### config.mk
export PLATFORM = sky130hd
export DESIGN_NAME = owm_master
export DESIGN_NICKNAME = d
export VERILOG_FILES = /design/src/rtl/owm_pkg.sv /design/src/rtl/owm_sync.sv /design/src/rtl/owm_timing.sv /design/src/rtl/owm_seq.sv /design/src/rtl/owm_master.sv
export SDC_FILE = /design/constraint.sdc
export NUM_CORES = 1
export LEC_CHECK = 0
export ABC_AREA = 1
export BUFFER_PORTS_ARGS = -buffer_cell sky130_fd_sc_hd__buf_2
export CAP_MARGIN = 5
export CELL_PAD_IN_SITES_DETAIL_PLACEMENT = 0
export CELL_PAD_IN_SITES_GLOBAL_PLACEMENT = 1
export CORE_UTILIZATION = 30
export CTS_CLUSTER_DIAMETER = 80
export CTS_CLUSTER_SIZE = 30
export DETAILED_ROUTE_END_ITERATION = 10
export PLACE_DENSITY = 0.69
export SETUP_SLACK_MARGIN = 0.5
export SKIP_CTS_REPAIR_TIMING = 1
export SLEW_MARGIN = 20
export SYNTH_ARGS = -nofsm -noshare
export SYNTH_HDL_FRONTEND = slang
export SYNTH_SLANG_ARGS = --single-unit
### constraint.sdc
create_clock -name clk_i -period 4.2 [get_ports clk_i]
set_input_delay 0.84 -clock clk_i [delete_from_list [all_inputs] [get_ports clk_i]]
set_output_delay 0.84 -clock clk_i [all_outputs]
set_load 0.1 [all_outputs]
### src/rtl/owm_pkg.sv
package owm_pkg;

  typedef enum logic [1:0] {
    CMD_RST  = 2'b00,
    CMD_WR   = 2'b01,
    CMD_RD   = 2'b10,
    CMD_RSVD = 2'b11
  } owm_cmd_e;

  typedef enum logic [2:0] {
    S_IDLE,
    S_ABORT,
    S_RST_LOW,
    S_RST_WAIT,
    S_SLOT
  } owm_state_e;

  // timing targets in ns: standard / overdrive
  localparam int unsigned RL_STD_NS = 500_000, RL_OD_NS = 56_000;
  localparam int unsigned PS_STD_NS = 70_000,  PS_OD_NS = 8_000;
  localparam int unsigned RE_STD_NS = 480_000, RE_OD_NS = 48_000;
  localparam int unsigned W0_STD_NS = 65_000,  W0_OD_NS = 8_000;
  localparam int unsigned W1_STD_NS = 6_000,   W1_OD_NS = 1_000;
  localparam int unsigned RD_STD_NS = 6_000,   RD_OD_NS = 1_000;
  localparam int unsigned SM_STD_NS = 13_000,  SM_OD_NS = 1_750;
  localparam int unsigned SL_STD_NS = 70_000,  SL_OD_NS = 12_000;

  function automatic int unsigned ns2cyc(int unsigned hz, int unsigned ns);
    longint unsigned c;
    c = (64'(hz) * 64'(ns)) / 64'd1_000_000_000;
    return (c == 0) ? 1 : int'(c);
  endfunction

endpackage

### src/rtl/owm_sync.sv
module owm_sync #(
  parameter int unsigned STAGES = 2
) (
  input  logic clk_i,
  input  logic rst_ni,
  input  logic d_i,
  output logic q_o
);
  logic [STAGES-1:0] sh_q;

  generate
    if (STAGES == 1) begin : g_one
      always_ff @(posedge clk_i or negedge rst_ni)
        if (!rst_ni) sh_q <= '1;
        else         sh_q <= d_i;
    end else begin : g_many
      always_ff @(posedge clk_i or negedge rst_ni)
        if (!rst_ni) sh_q <= '1;
        else         sh_q <= {sh_q[STAGES-2:0], d_i};
    end
  endgenerate

  assign q_o = sh_q[STAGES-1];
endmodule

### src/rtl/owm_timing.sv
module owm_timing
  import owm_pkg::*;
#(
  parameter int unsigned CLK_HZ = 100_000_000,
  parameter int unsigned CW     = 17
) (
  input  logic          od_i,
  output logic [CW-1:0] t_rl_o,
  output logic [CW-1:0] t_ps_o,
  output logic [CW-1:0] t_re_o,
  output logic [CW-1:0] t_w0_o,
  output logic [CW-1:0] t_w1_o,
  output logic [CW-1:0] t_rd_o,
  output logic [CW-1:0] t_sm_o,
  output logic [CW-1:0] t_sl_o
);
  localparam int unsigned NT = 8;
  localparam int unsigned STD_NS [NT] = '{RL_STD_NS, PS_STD_NS, RE_STD_NS, W0_STD_NS,
                                          W1_STD_NS, RD_STD_NS, SM_STD_NS, SL_STD_NS};
  localparam int unsigned OD_NS  [NT] = '{RL_OD_NS, PS_OD_NS, RE_OD_NS, W0_OD_NS,
                                          W1_OD_NS, RD_OD_NS, SM_OD_NS, SL_OD_NS};

  logic [CW-1:0] sel [NT];

  for (genvar i = 0; i < NT; i++) begin : g_sel
    localparam logic [CW-1:0] C_STD = CW'(ns2cyc(CLK_HZ, STD_NS[i]));
    localparam logic [CW-1:0] C_OD  = CW'(ns2cyc(CLK_HZ, OD_NS[i]));
    assign sel[i] = od_i ? C_OD : C_STD;
  end

  assign t_rl_o = sel[0];
  assign t_ps_o = sel[1];
  assign t_re_o = sel[2];
  assign t_w0_o = sel[3];
  assign t_w1_o = sel[4];
  assign t_rd_o = sel[5];
  assign t_sm_o = sel[6];
  assign t_sl_o = sel[7];
endmodule

### src/rtl/owm_seq.sv
module owm_seq
  import owm_pkg::*;
#(
  parameter int unsigned CW = 17
) (
  input  logic          clk_i,
  input  logic          rst_ni,
  input  logic          od_i,
  input  logic          cmd_valid_i,
  input  logic [1:0]    cmd_i,
  input  logic          wbit_i,
  input  logic          line_s_i,
  input  logic [CW-1:0] t_rl_i,
  input  logic [CW-1:0] t_ps_i,
  input  logic [CW-1:0] t_re_i,
  input  logic [CW-1:0] t_w0_i,
  input  logic [CW-1:0] t_w1_i,
  input  logic [CW-1:0] t_rd_i,
  input  logic [CW-1:0] t_sm_i,
  input  logic [CW-1:0] t_sl_i,
  output logic          od_q_o,
  output logic          busy_o,
  output logic          done_o,
  output logic          presence_o,
  output logic          rbit_o,
  output logic          short_o,
  output logic          line_oe_o
);
  owm_state_e    state_q;
  logic [CW-1:0] cnt_q;
  logic          od_q, rd_q, wb_q, done_q, pres_q, rbit_q, short_q;
  logic          accept;
  logic [CW-1:0] t_low;
  owm_cmd_e      cmd;

  assign cmd    = owm_cmd_e'(cmd_i);
  assign accept = (state_q == S_IDLE) && cmd_valid_i && (cmd != CMD_RSVD);
  assign t_low  = rd_q ? t_rd_i : (wb_q ? t_w1_i : t_w0_i);

  always_ff @(posedge clk_i or negedge rst_ni) begin
    if (!rst_ni) begin
      state_q <= S_IDLE;
      cnt_q   <= '0;
      od_q    <= 1'b0;
      rd_q    <= 1'b0;
      wb_q    <= 1'b0;
      done_q  <= 1'b0;
      pres_q  <= 1'b0;
      rbit_q  <= 1'b0;
      short_q <= 1'b0;
    end else begin
      done_q <= 1'b0;
      cnt_q  <= cnt_q + 1'b1;
      unique case (state_q)
        S_IDLE: begin
          cnt_q <= '0;
          if (accept) begin
            od_q    <= od_i;
            short_q <= 1'b0;
            unique case (cmd)
              CMD_RST: begin
                pres_q <= 1'b0;
                if (!line_s_i) begin
                  short_q <= 1'b1;
                  state_q <= S_ABORT;
                end else begin
                  state_q <= S_RST_LOW;
                end
              end
              CMD_WR: begin
                rd_q    <= 1'b0;
                wb_q    <= wbit_i;
                state_q <= S_SLOT;
              end
              default: begin
                rd_q    <= 1'b1;
                state_q <= S_SLOT;
              end
            endcase
          end
        end
        S_ABORT: begin
          state_q <= S_IDLE;
          done_q  <= 1'b1;
        end
        S_RST_LOW: begin
          if (cnt_q == t_rl_i - 1'b1) begin
            cnt_q   <= '0;
            state_q <= S_RST_WAIT;
          end
        end
        S_RST_WAIT: begin
          if (cnt_q == t_ps_i) pres_q <= !line_s_i;
          if (cnt_q == t_re_i - 1'b1) begin
            state_q <= S_IDLE;
            done_q  <= 1'b1;
          end
        end
        S_SLOT: begin
          if (rd_q && cnt_q == t_sm_i) rbit_q <= line_s_i;
          if (cnt_q == t_sl_i - 1'b1) begin
            state_q <= S_IDLE;
            done_q  <= 1'b1;
          end
        end
        default: state_q <= S_IDLE;
      endcase
    end
  end

  assign line_oe_o  = (state_q == S_RST_LOW) || ((state_q == S_SLOT) && (cnt_q < t_low));
  assign busy_o     = (state_q != S_IDLE);
  assign done_o     = done_q;
  assign presence_o = pres_q;
  assign rbit_o     = rbit_q;
  assign short_o    = short_q;
  assign od_q_o     = od_q;

  // strobe lasts one cycle
  a_r8_done_one_cycle: assert property (@(posedge clk_i) disable iff (!rst_ni)
    done_q |=> !done_q);
  // busy ends only together with done
  a_r8_busy_ends_with_done: assert property (@(posedge clk_i) disable iff (!rst_ni)
    $fell(busy_o) |-> done_q);
  // line is pulled only inside an operation
  a_r4_drive_only_when_busy: assert property (@(posedge clk_i) disable iff (!rst_ni)
    line_oe_o |-> busy_o);
  // speed held while an operation runs
  a_r9_speed_held: assert property (@(posedge clk_i) disable iff (!rst_ni)
    (state_q != S_IDLE) |=> $stable(od_q));
  // reserved code never starts an operation
  a_r10_rsvd_rejected: assert property (@(posedge clk_i) disable iff (!rst_ni)
    (state_q == S_IDLE && cmd_i == 2'b11) |=> (state_q == S_IDLE));
endmodule

### src/rtl/owm_master.sv
module owm_master
  import owm_pkg::*;
#(
  parameter int unsigned CLK_HZ      = 100_000_000,
  parameter int unsigned SYNC_STAGES = 2
) (
  input  logic       clk_i,
  input  logic       rst_ni,
  input  logic       od_i,
  input  logic       cmd_valid_i,
  input  logic [1:0] cmd_i,
  input  logic       wbit_i,
  output logic       busy_o,
  output logic       done_o,
  output logic       presence_o,
  output logic       rbit_o,
  output logic       short_o,
  input  logic       line_i,
  output logic       line_oe_o
);
  localparam int unsigned CW = $clog2(ns2cyc(CLK_HZ, RL_STD_NS) + 1) + 1;

  logic          line_s, od_q;
  logic [CW-1:0] t_rl, t_ps, t_re, t_w0, t_w1, t_rd, t_sm, t_sl;

  owm_sync #(.STAGES(SYNC_STAGES)) u_sync (
    .clk_i (clk_i),
    .rst_ni(rst_ni),
    .d_i   (line_i),
    .q_o   (line_s)
  );

  owm_timing #(.CLK_HZ(CLK_HZ), .CW(CW)) u_timing (
    .od_i  (od_q),
    .t_rl_o(t_rl),
    .t_ps_o(t_ps),
    .t_re_o(t_re),
    .t_w0_o(t_w0),
    .t_w1_o(t_w1),
    .t_rd_o(t_rd),
    .t_sm_o(t_sm),
    .t_sl_o(t_sl)
  );

  owm_seq #(.CW(CW)) u_seq (
    .clk_i      (clk_i),
    .rst_ni     (rst_ni),
    .od_i       (od_i),
    .cmd_valid_i(cmd_valid_i),
    .cmd_i      (cmd_i),
    .wbit_i     (wbit_i),
    .line_s_i   (line_s),
    .t_rl_i     (t_rl),
    .t_ps_i     (t_ps),
    .t_re_i     (t_re),
    .t_w0_i     (t_w0),
    .t_w1_i     (t_w1),
    .t_rd_i     (t_rd),
    .t_sm_i     (t_sm),
    .t_sl_i     (t_sl),
    .od_q_o     (od_q),
    .busy_o     (busy_o),
    .done_o     (done_o),
    .presence_o (presence_o),
    .rbit_o     (rbit_o),
    .short_o    (short_o),
    .line_oe_o  (line_oe_o)
  );
endmodule

==> impl_metrics.toml <==
[outcome]
outcome = "finished clean"

[critical_path]
critical-path-max-stage-delay_ns = 0.54
cpLargestDelayFamily = "compound AO/OA/AOI/OAI gates"
path_buf_inv = 2
critPathMaxFanout = 18
critical_path_class = "reg -> out"
cp_cell_sequence = "inv_4 -> ha_1 -> a21oi_1 -> ha_1 -> a21oi_1 -> a21oi_1 -> o21ai_0 -> nand3_1 -> nand2_1 -> clkbuf_4"
required_ns = 3.36
path_common_cell = "a21oi_1"
end_kind = "output port"
worst_setup_path_start_kind = "flip-flop"
slowest_stage = "dfrtp_2"
worstPathArrival_ns = 2.56

[layout]
multi_input_area_um2 = 1249
final_nets = 353
regArea_um2 = 729.5
drive_gt1_share_pct = 13.55
stdcell_count = 428
n_antenna_cell = 0
fillers = 801
syn2layout_area_growth_pct = 12.83

[detailed_routing]
viasPerCell = 4.750
drc = 0
wl_um = 5805
drtPass1Iterations = 4
vias = 2033
wl_per_cell_um = 13.56
drtIter0Drc = 184
final_antenna_net_count = 0

[clock_network]
cts.path.max_buffers = 2
cts_max_level = 2
clk_pin_slew_ns = 0.07
ctsRootBufferMaster = "clkbuf_8"
cts_buffers = 5
cts.sinks = 29
cts_tree = "done"
clkLatencyLatePin_ns = 0.28

[die]
fp-row-count = 30
pin_count = 14
die_y_um = 87.14
start_util_pct = 31.49
die_w_um = 87.14
coreArea_um2 = 6907
dieArea_um2 = 7593

[timing]
fin_crit_ns = 3.398
max_freq_mhz = 294.3
finalCritPeriodShare_pct = 80.91
finalClockSkew_ns = 0.009940
whs_ns = 0.3604
setup_viol = 0
hold_viol_final = 0
slew_violations = 0
setup_ws_ns = 0.8017
setup_tns_ns = 0
relSlewSlack_pct = 54.75
rsz0062_at_grt = "no"
worstMarginPinSlew_ns = 0.6787

[logic_synthesis]
yosysWarningCount = 0
async_reset_ff_share_pct = 100.0
synth_area_um2 = 2175
synth-seq-cells = 29
synth.most_common_cell = "nand2_1"
postSynthCellCount = 315
yosysTopAreaCellShare_pct = 31.07
synth_area_leaders = "dfrtp_1 (31%), nand2_1 (15%), ha_1 (8.1%), inv_1 (6.9%), nor2_1 (5.5%)"
syn_nets = 337
synth.distinct_cells = 32
synth-seq-area-share_pct = 33.49
synth_top_area_cell = "dfrtp_1"
synth.avg_cell_area_um2 = 6.903
synth_ff_type = "dfrtp_1"
synth-edff-count = 0
synth_commonest_cells = "nand2_1 (89), inv_1 (40), nor2_1 (32), dfrtp_1 (27), a21oi_1 (22)"

[global_route]
grt_usage_pct = 17.90
top_usage_layer = "met2"
grt_max_degree = 30
grt_remaining_overflow = 0
grt_antenna_before_repair = 0
grt_pass1_vias = 1975
grt_pass1_wl_um = 10140
grtUsageMet3_pct = 3.886
grtUsageMet2_pct = 27.42
met1_usage_pct = 24.84

[min_path]
hp-class = "reg -> reg"

[pwr]
max-vdd-ir-drop_v = 0.0002727
powerDensity_nw_per_um2 = 590.6
finalPower_mw = 1.449
p_leak_nw = 1.249

[placed_design]
pre_cts_ws_ns = 0.7903
placed_cells = 420
place_congestion = 0.8970
portBuffers = 13
hpwl_um = 4568

[flow_run]
cap_violations = 0
## final timing paths
path | cells after the start | end | startpoint | slack (ns)
min in group asynchronous | 1 | u_seq.cnt_q[5] | rst_ni | 0.59
setup / recovery | 10 | line_oe_o | u_seq.od_q_o | 0.80
max in group asynchronous | 1 | u_seq.od_q_o | rst_ni | 3.14
setup reg to reg | 10 | u_seq.state_q[1] | u_seq.cnt_q[0] | 2.20
hold reg to reg | 0 | u_sync.sh_q[1] | u_sync.sh_q[0] | 0.36
hold / removal | 0 | u_sync.sh_q[1] | u_sync.sh_q[0] | 0.36
## layer usage
metal	share of wire (%)	wire length, um	vias to the layer above
met5	0	0	-
met4	2.0	118	0
met3	3.3	190	10
met2	45	2624	38
met1	49	2872	941
li1	-	-	1044
## cell type report
class	count	area share, %
Clock buffer	7	3.519
Clock inverter	1	1.224
Inverter	43	6.680
Multi-Input combinational cell	238	50.89
Sequential cell	29	29.73
Tap cell	96	4.895
Timing Repair Buffer	14	3.060
## kinds of logic (layout without fill, tap and decap cells)
| family | Yosys count | after routing | share of synthesized area, % |
|---|---|---|---|
| XOR/XNOR | 6 | 6 | 2.417 |
| buffers and inverters | 48 | 65 | 9.090 |
| AND/OR/NAND/NOR | 175 | 175 | 36.65 |
| adder cells (fa/ha/maj) | 14 | 14 | 8.055 |
| flip-flops | 29 | 29 | 33.49 |
| AO/OA/AOI/OAI | 43 | 43 | 10.30 |
## worst reg2reg max path, cell delays in order (launching register included)
cell	delay, ns
dfrtp_1	0.42
ha_1	0.23
nand3_1	0.17
nor2_1	0.18
inv_1	0.09
nor2_1	0.20
nand3_1	0.17
nand2_1	0.11
nand2_1	0.08
o21bai_1	0.15
nand2_1	0.06
## layout by cell type (no fill, tap or decap), types with 2 or more instances in the layout
cell type / count
nor2_2: 4
nand4_1: 7
nand2_2: 10
dfstp_2: 2
nand2_1: 89
clkbuf_8: 6
xor2_1: 5
nor2_1: 32
inv_1: 40
dfrtp_1: 26
nor4_1: 5
inv_2: 2
nor3_1: 3
and3_1: 2
buf_2: 12
ha_1: 14
nand3_1: 17
o21ai_0: 16
a21oi_1: 22
## report_power, final
part           internal [mW]  switching (mW)  total (mW)
registers              0.324          0.0564       0.381
logic                  0.204           0.558       0.763
clock network          0.193           0.112       0.306
total                  0.722           0.727        1.45
## through the flow
| stage | util, % | cell area (um2) |
|---|---|---|
| after global routing | 35.53 | 2454 |
| after floorplan | - | 2175 |
| after global placement | 33.75 | 2331 |
| after CTS | 35.43 | 2447 |
| after detailed placement | 33.75 | 2331 |
| final | 35.53 | 2454 |
## registers in the layout, summed over array words and instances (netlist names)
signal / count
u_seq.cnt_q: 17
u_seq.done_o: 1
u_seq.od_q_o: 1
u_seq.presence_o: 1
u_seq.rbit_o: 1
u_seq.rd_q: 1
u_seq.short_o: 1
u_seq.state_q: 3
u_seq.wb_q: 1
u_sync.sh_q: 2
Power figures use the tool's default switching activity.
